===== config.mk =====
export PLATFORM = sky130hd
export DESIGN_NAME = snoop_backoff_ctrl
export DESIGN_NICKNAME = d
export VERILOG_FILES = /design/src/rtl/snpbo_pkg.sv /design/src/rtl/snp_bus_tracker.sv /design/src/rtl/snp_req_capture.sv /design/src/rtl/snp_sequencer.sv /design/src/rtl/snoop_backoff_ctrl.sv
export SDC_FILE = /design/constraint.sdc
export NUM_CORES = 1
export LEC_CHECK = 0
export ABC_AREA = 1
export BUFFER_PORTS_ARGS = -buffer_cell sky130_fd_sc_hd__buf_2
export CAP_MARGIN = 10
export CORE_MARGIN = 1.5
export CORE_UTILIZATION = 49
export DETAILED_ROUTE_END_ITERATION = 8
export PLACE_DENSITY = 0.87
export SYNTH_ARGS = -nofsm -noshare
export SYNTH_HDL_FRONTEND = slang
export SYNTH_SLANG_ARGS = --single-unit

===== constraint.sdc =====
create_clock -name clk -period 3.6 [get_ports clk]
set_input_delay 0.72 -clock clk [delete_from_list [all_inputs] [get_ports clk]]
set_output_delay 0.72 -clock clk [all_outputs]
set_load 0.02 [all_outputs]

===== src/rtl/snpbo_pkg.sv =====
package snpbo_pkg;
  typedef enum logic [3:0] {
    ST_IDLE,
    ST_HOLD,
    ST_PROBE,
    ST_LAT,
    ST_BACKOFF,
    ST_GAP,
    ST_WB_ADDR,
    ST_WB_DATA,
    ST_DONE
  } snp_state_e;
endpackage


===== src/rtl/snp_bus_tracker.sv =====
module snp_bus_tracker (
  input  logic clk,
  input  logic rst_n,
  input  logic ads_n_i,
  input  logic blast_n_i,
  input  logic bus_brdy_n_i,
  input  logic boff_n_i,
  input  logic wb_active_i,
  output logic busy_now_o
);
  logic open_q, open_d;
  logic start_c, close_c;

  assign start_c = ~ads_n_i & ~wb_active_i;
  assign close_c = ~blast_n_i & ~bus_brdy_n_i;

  always_comb begin
    open_d = open_q;
    if (!boff_n_i)    open_d = 1'b0;
    else if (start_c) open_d = 1'b1;
    else if (close_c) open_d = 1'b0;
  end

  always_ff @(posedge clk or negedge rst_n) begin
    if (!rst_n) open_q <= 1'b0;
    else        open_q <= open_d;
  end

  // a cycle finishing in this very clock no longer needs to be aborted
  assign busy_now_o = open_q & ~close_c;
endmodule


===== src/rtl/snp_req_capture.sv =====
module snp_req_capture #(
  parameter int AW = 32
) (
  input  logic          clk,
  input  logic          rst_n,
  input  logic          load_i,
  input  logic [AW-1:0] addr_i,
  input  logic          inv_i,
  output logic [AW-1:0] addr_o,
  output logic          inv_o
);
  logic [AW-1:0] addr_q;
  logic          inv_q;

  always_ff @(posedge clk or negedge rst_n) begin
    if (!rst_n) begin
      addr_q <= '0;
      inv_q  <= 1'b0;
    end else if (load_i) begin
      addr_q <= addr_i;
      inv_q  <= inv_i;
    end
  end

  assign addr_o = addr_q;
  assign inv_o  = inv_q;
endmodule


===== src/rtl/snp_sequencer.sv =====
module snp_sequencer
  import snpbo_pkg::*;
#(
  parameter int HOLD_CLKS = 2,
  parameter int HITM_DLY  = 2
) (
  input  logic clk,
  input  logic rst_n,
  input  logic req_i,
  input  logic hitm_n_i,
  input  logic busy_now_i,
  input  logic ads_n_i,
  input  logic blast_n_i,
  output logic accept_o,
  output logic ready_o,
  output logic ahold_o,
  output logic probe_o,
  output logic boff_n_o,
  output logic wb_brdy_n_o,
  output logic wb_active_o,
  output logic done_o,
  output logic hit_o
);
  localparam int MAXD = (HOLD_CLKS > HITM_DLY) ? HOLD_CLKS : HITM_DLY;
  localparam int CW   = (MAXD < 2) ? 1 : $clog2(MAXD);
  localparam logic [CW-1:0] HOLD_LAST = CW'(HOLD_CLKS - 1);
  localparam logic [CW-1:0] LAT_LAST  = CW'(HITM_DLY - 1);

  snp_state_e    st_q, st_d;
  logic [CW-1:0] cnt_q, cnt_d;
  logic          cnt_en;
  logic          hit_q, hit_d, hit_en;

  always_comb begin
    st_d   = st_q;
    cnt_d  = cnt_q;
    cnt_en = 1'b0;
    hit_d  = hit_q;
    hit_en = 1'b0;
    unique case (st_q)
      ST_IDLE: if (req_i) begin
        st_d   = ST_HOLD;
        cnt_d  = HOLD_LAST;
        cnt_en = 1'b1;
        hit_d  = 1'b0;
        hit_en = 1'b1;
      end
      ST_HOLD: begin
        if (cnt_q == '0) st_d = ST_PROBE;
        else begin
          cnt_d  = cnt_q - 1'b1;
          cnt_en = 1'b1;
        end
      end
      ST_PROBE: begin
        st_d   = ST_LAT;
        cnt_d  = LAT_LAST;
        cnt_en = 1'b1;
      end
      ST_LAT: begin
        if (cnt_q != '0) begin
          cnt_d  = cnt_q - 1'b1;
          cnt_en = 1'b1;
        end else begin
          hit_d  = ~hitm_n_i;
          hit_en = 1'b1;
          if (hitm_n_i)        st_d = ST_DONE;
          else if (busy_now_i) st_d = ST_BACKOFF;
          else                 st_d = ST_GAP;
        end
      end
      ST_BACKOFF: st_d = ST_GAP;
      ST_GAP:     st_d = ST_WB_ADDR;
      ST_WB_ADDR: if (!ads_n_i) st_d = ST_WB_DATA;
      ST_WB_DATA: if (!blast_n_i) st_d = ST_DONE;
      ST_DONE:    st_d = ST_IDLE;
      default:    st_d = ST_IDLE;
    endcase
  end

  always_ff @(posedge clk or negedge rst_n) begin
    if (!rst_n) st_q <= ST_IDLE;
    else        st_q <= st_d;
  end

  always_ff @(posedge clk or negedge rst_n) begin
    if (!rst_n)      cnt_q <= '0;
    else if (cnt_en) cnt_q <= cnt_d;
  end

  always_ff @(posedge clk or negedge rst_n) begin
    if (!rst_n)      hit_q <= 1'b0;
    else if (hit_en) hit_q <= hit_d;
  end

  assign ready_o     = (st_q == ST_IDLE);
  assign accept_o    = ready_o & req_i;
  assign ahold_o     = (st_q == ST_HOLD) | (st_q == ST_PROBE) |
                       (st_q == ST_LAT)  | (st_q == ST_BACKOFF);
  assign probe_o     = (st_q == ST_PROBE);
  assign boff_n_o    = (st_q != ST_BACKOFF);
  assign wb_brdy_n_o = (st_q != ST_WB_DATA);
  assign wb_active_o = (st_q == ST_GAP) | (st_q == ST_WB_ADDR) | (st_q == ST_WB_DATA);
  assign done_o      = (st_q == ST_DONE);
  assign hit_o       = hit_q;
endmodule


===== src/rtl/snoop_backoff_ctrl.sv =====
module snoop_backoff_ctrl #(
  parameter int AW        = 32,
  parameter int HOLD_CLKS = 2,
  parameter int HITM_DLY  = 2
) (
  input  logic          clk,
  input  logic          rst_n,
  input  logic          snp_req_i,
  input  logic [AW-1:0] snp_addr_i,
  input  logic          snp_inv_i,
  output logic          snp_ready_o,
  output logic          snp_done_o,
  output logic          snp_hit_o,
  input  logic          ads_n_i,
  input  logic          blast_n_i,
  input  logic          brdy_n_i,
  input  logic          hitm_n_i,
  output logic          ahold_o,
  output logic          eads_n_o,
  output logic          inv_o,
  output logic [AW-1:0] snp_addr_o,
  output logic          addr_oe_o,
  output logic          boff_n_o,
  output logic          wb_brdy_n_o
);
  logic accept, probe, busy_now, wb_active, inv_q;

  snp_req_capture #(.AW(AW)) i_capture (
    .clk    (clk),
    .rst_n  (rst_n),
    .load_i (accept),
    .addr_i (snp_addr_i),
    .inv_i  (snp_inv_i),
    .addr_o (snp_addr_o),
    .inv_o  (inv_q)
  );

  snp_bus_tracker i_tracker (
    .clk          (clk),
    .rst_n        (rst_n),
    .ads_n_i      (ads_n_i),
    .blast_n_i    (blast_n_i),
    .bus_brdy_n_i (brdy_n_i & wb_brdy_n_o),
    .boff_n_i     (boff_n_o),
    .wb_active_i  (wb_active),
    .busy_now_o   (busy_now)
  );

  snp_sequencer #(.HOLD_CLKS(HOLD_CLKS), .HITM_DLY(HITM_DLY)) i_seq (
    .clk         (clk),
    .rst_n       (rst_n),
    .req_i       (snp_req_i),
    .hitm_n_i    (hitm_n_i),
    .busy_now_i  (busy_now),
    .ads_n_i     (ads_n_i),
    .blast_n_i   (blast_n_i),
    .accept_o    (accept),
    .ready_o     (snp_ready_o),
    .ahold_o     (ahold_o),
    .probe_o     (probe),
    .boff_n_o    (boff_n_o),
    .wb_brdy_n_o (wb_brdy_n_o),
    .wb_active_o (wb_active),
    .done_o      (snp_done_o),
    .hit_o       (snp_hit_o)
  );

  assign eads_n_o  = ~probe;
  assign addr_oe_o = probe;
  assign inv_o     = probe & inv_q;
endmodule


==> metrics list <==
- In this run the vertical extent of the chip is between 60 and 70 um.
- The critical path is of the reg -> out type.
- The number of clock buffers added by TritonCTS is 5.
- Layout Skew: approximately 0.0043 ns
* Highest-count cells in the layout ignoring fill and taps: nand2_1 (115), buf_2 (80), dfrtp_1 (40), inv_1 (10), nor2_1 (9)
- Total power density per cell area: 912 nW/um2
- Clock Tree Root: clkbuf_4
* Number of buffers on the longest clock path: 2
* Unrepaired setup endpoints after global routing: no
* Worst min-delay path class: in -> async
* Synthesized flop and latch total: 40
- The number of cells on the worst reg-to-reg path is 7.
* Most frequent standard cell in the layout excluding fill and tap cells: nand2_1
- Number of design rule violations left after detail routing: 0
- Startpoint of the worst setup timing path: i_seq.st_q[2]
- Post-CTS setup buffer count: 0
- Post-route setup TNS: 0 ns
* Starting Density: 0.510
- For this run the aggregate overflow at the end of global routing stands at 0.
* Post-route design area: 2160 um2
* CP arrival: 1.53 ns
- Count of cell types in the netlist: 19
- The routed layout has 1546 vias.
- Number of antenna violations at the first check in global routing: 0
- Cell area after placement: between 2000 and 2500 um2
- For this run, the register share of the synthesized area comes to 0.588.
- Derived from the worst setup path, the maximum achievable clock frequency is 444 MHz.
- The tightest hold path in the finished design has a slack of just under 0.5 ns.
- TritonCTS built the clock tree.
* Max-cap violations: 0
* Endpoint required time on the critical path: 2.88 ns
* GRT Overall Usage: 0.190
- Setup violations remaining at the end of the flow were counted as 0.
- Post-CTS Hold Fix Bufs: 0
- Area of the die: 3840 um2
- The worst path meets setup with 1.35 ns of slack.
- Post-layout utilization of the core: 0.646
- Once detailed placement completed, the half-perimeter wirelength came to 2.68 mm.
- Worst flop-to-flop path startpoint: i_seq.st_q[0]
* Chip width: 61.9 um
- CTS sink count: 40
- First DRT Iteration DRCs: 68
- Average vias per placed instance: 4.64
- The post-synthesis compound-gate area fraction was 0.0279.
- Of the total synthesized cell area, the portion taken by full adders, half adders and majority gates is 0.
* Largest net degree at the start of global routing: 41
* Fraction of layout cells with a size suffix above 1: 0.338
- For this run, the number of Yosys warnings is 0.
- In this run, placement finished with an instance count of approximately 330.
- The number of hold violations in the final report is 0.
- A synthesized cell averages 8.26 um2.
- After clock tree synthesis, the clock-pin slew on the worst setup and hold paths is 0.10 ns.
- Portion of the clock cycle consumed by the worst path in the final layout: 0.626
* Number of cells in the finished layout apart from fillers: 333
* Antenna violation net count after detailed routing: 0
- Capturing element of the worst setup path: inv_o
- Post-CTS repair changed the size of 0 cells.
* Simple-gate portion of the synthesized area: 0.323
* Post-Syn Area: ~1700 um2
- The final max-slew violation count came to 0.
- Num ports: 81
* Net count of the mapped netlist: 246
- Synth-to-layout area growth: 26.8%
- Run status: complete, no violations
- Vias in the first global route: 1258
- The smallest clock period supported by the final layout is computed as 2.25 ns.
- The analysis attributes to cell leakage a power of ~1.3 nW.
* Multiplexer area fraction after synthesis: 0
* Port Buf Inserts: 80
* Routed length per instance: 10.8 um
* Largest family of logic cells by synthesized area: simple AND/OR/NAND/NOR gates
* Clock Latency Late Sink: 0.32 ns
- Slew at the pin closest to its max-slew limit: around 0.84 ns
- Summing internal, switching and leakage power gives 1.97 mW.
* Slew headroom: 0.443
- The congestion estimate from routability-driven global placement came to 0.873.
- Total length of routed wires: 3.60 mm
- Global-route wire length before repair: between 5 and 6 mm
- R2R Path End: i_seq.cnt_q
* Post-Synth XOR/XNOR Area: 0
- Pre-CTS WS: 1.71 ns
* Register-to-register setup slack: 1.89 ns
* Count of nets after finishing: 327
- Maximum resistive drop on vdd: 0.463 mV
* Length of the first detailed-routing pass in iterations: 4
- Maximum fanout encountered on the critical timing path: 6
- In this run the standard cell core region covers 3340 um2.
- STA classifies the critical path endpoint as an output pin.
- Number of levels the H-tree was split into: 2
* Startpoint kind of the worst setup timing path: register
- The repair_antennas step left the layout with diodes totalling 0.
* Number of placement rows: 21
- In the synthesized netlist, the number of instances is ~210.
sequential cells by signal, indices dropped and copies added (netlist names):
| register | count |
|---|---|
| i_capture.addr_o | 32 |
| i_tracker.open_q | 1 |
| i_seq.cnt_q | 1 |
| i_capture.inv_o | 1 |
| i_seq.hit_o | 1 |
| i_seq.st_q | 4 |
report_power, final:
part           switching [mW]  leakage, nW  total (mW)  internal [mW]
clock                   0.128       0.0281       0.200         0.0721
combinational           0.669        0.773       0.990          0.321
sequential              0.121        0.499       0.776          0.655
total                   0.918         1.30        1.97           1.05
synth_stat cells:
cell type | number | area share
nand2_1 | 115 | 0.25
dfrtp_1 | 40 | 0.59
inv_1 | 10 | 0.022
nor2_1 | 9 | 0.020
nand3_1 | 4 | 0.012
a21oi_1 | 3 | 0.0088
buf_2 | 3 | 0.0088
buf_6 | 3 | 0.020
inv_2 | 3 | 0.0066
nor2_2 | 3 | 0.011
o21ai_0 | 3 | 0.0088
nand2_2 | 2 | 0.0074
nor3_1 | 2 | 0.0059
a31oi_1 | 1 | 0.0037
inv_4 | 1 | 0.0037
nand2_4 | 1 | 0.0066
nor2_4 | 1 | 0.0066
o21ai_1 | 1 | 0.0029
o22ai_1 | 1 | 0.0037
layout make-up:
| cell class | instances | area (um2) |
|---|---|---|
| fillers | 299 | 1180 |
| clock buffers | 6 | 41.3 |
| multi-input cells | 146 | 597 |
| well taps | 46 | 57.6 |
| repair buffers | 80 | 400 |
| flip-flops and latches | 40 | 1000 |
| clock inverters | 1 | 5.00 |
| inverters | 14 | 55.1 |
routing by layer:
layer,vias up,wire [um],GRT usage
li1,787,-,-
met1,709,1550,0.231
met3,5,162,0.0373
met4,0,44,0.0638
met5,-,0,0
met2,45,1840,0.337
how the worst min path moves through the flow:
stage,slack (ns),start,end,cells past startpoint
5_1_grt,0.51,i_capture.addr_o[26],i_capture.addr_o[26],2
2_1_floorplan,0.42,rst_n,i_capture.addr_o[0],0
3_3_place_gp,0.46,i_capture.addr_o[29],i_capture.addr_o[29],2
4_1_cts,0.49,i_capture.addr_o[29],i_capture.addr_o[29],2
6_report,0.49,rst_n,i_capture.addr_o[22],1
3_5_place_dp,0.46,i_capture.addr_o[29],i_capture.addr_o[29],2
worst max-delay path, cell delays in order (launching register included):
cell and delay, ns:
dfrtp_1 0.45, nor2_4 0.18, inv_1 0.08, nor2_1 0.19
inv_1 0.08, nor2_1 0.08, buf_2 0.16
cells by family after synthesis:
| group | after synthesis |
|---|---|
| compound gates | 9 |
| buf+inv | 20 |
| flops | 40 |
| simple gates | 137 |
Power figures use the tool's default switching activity.
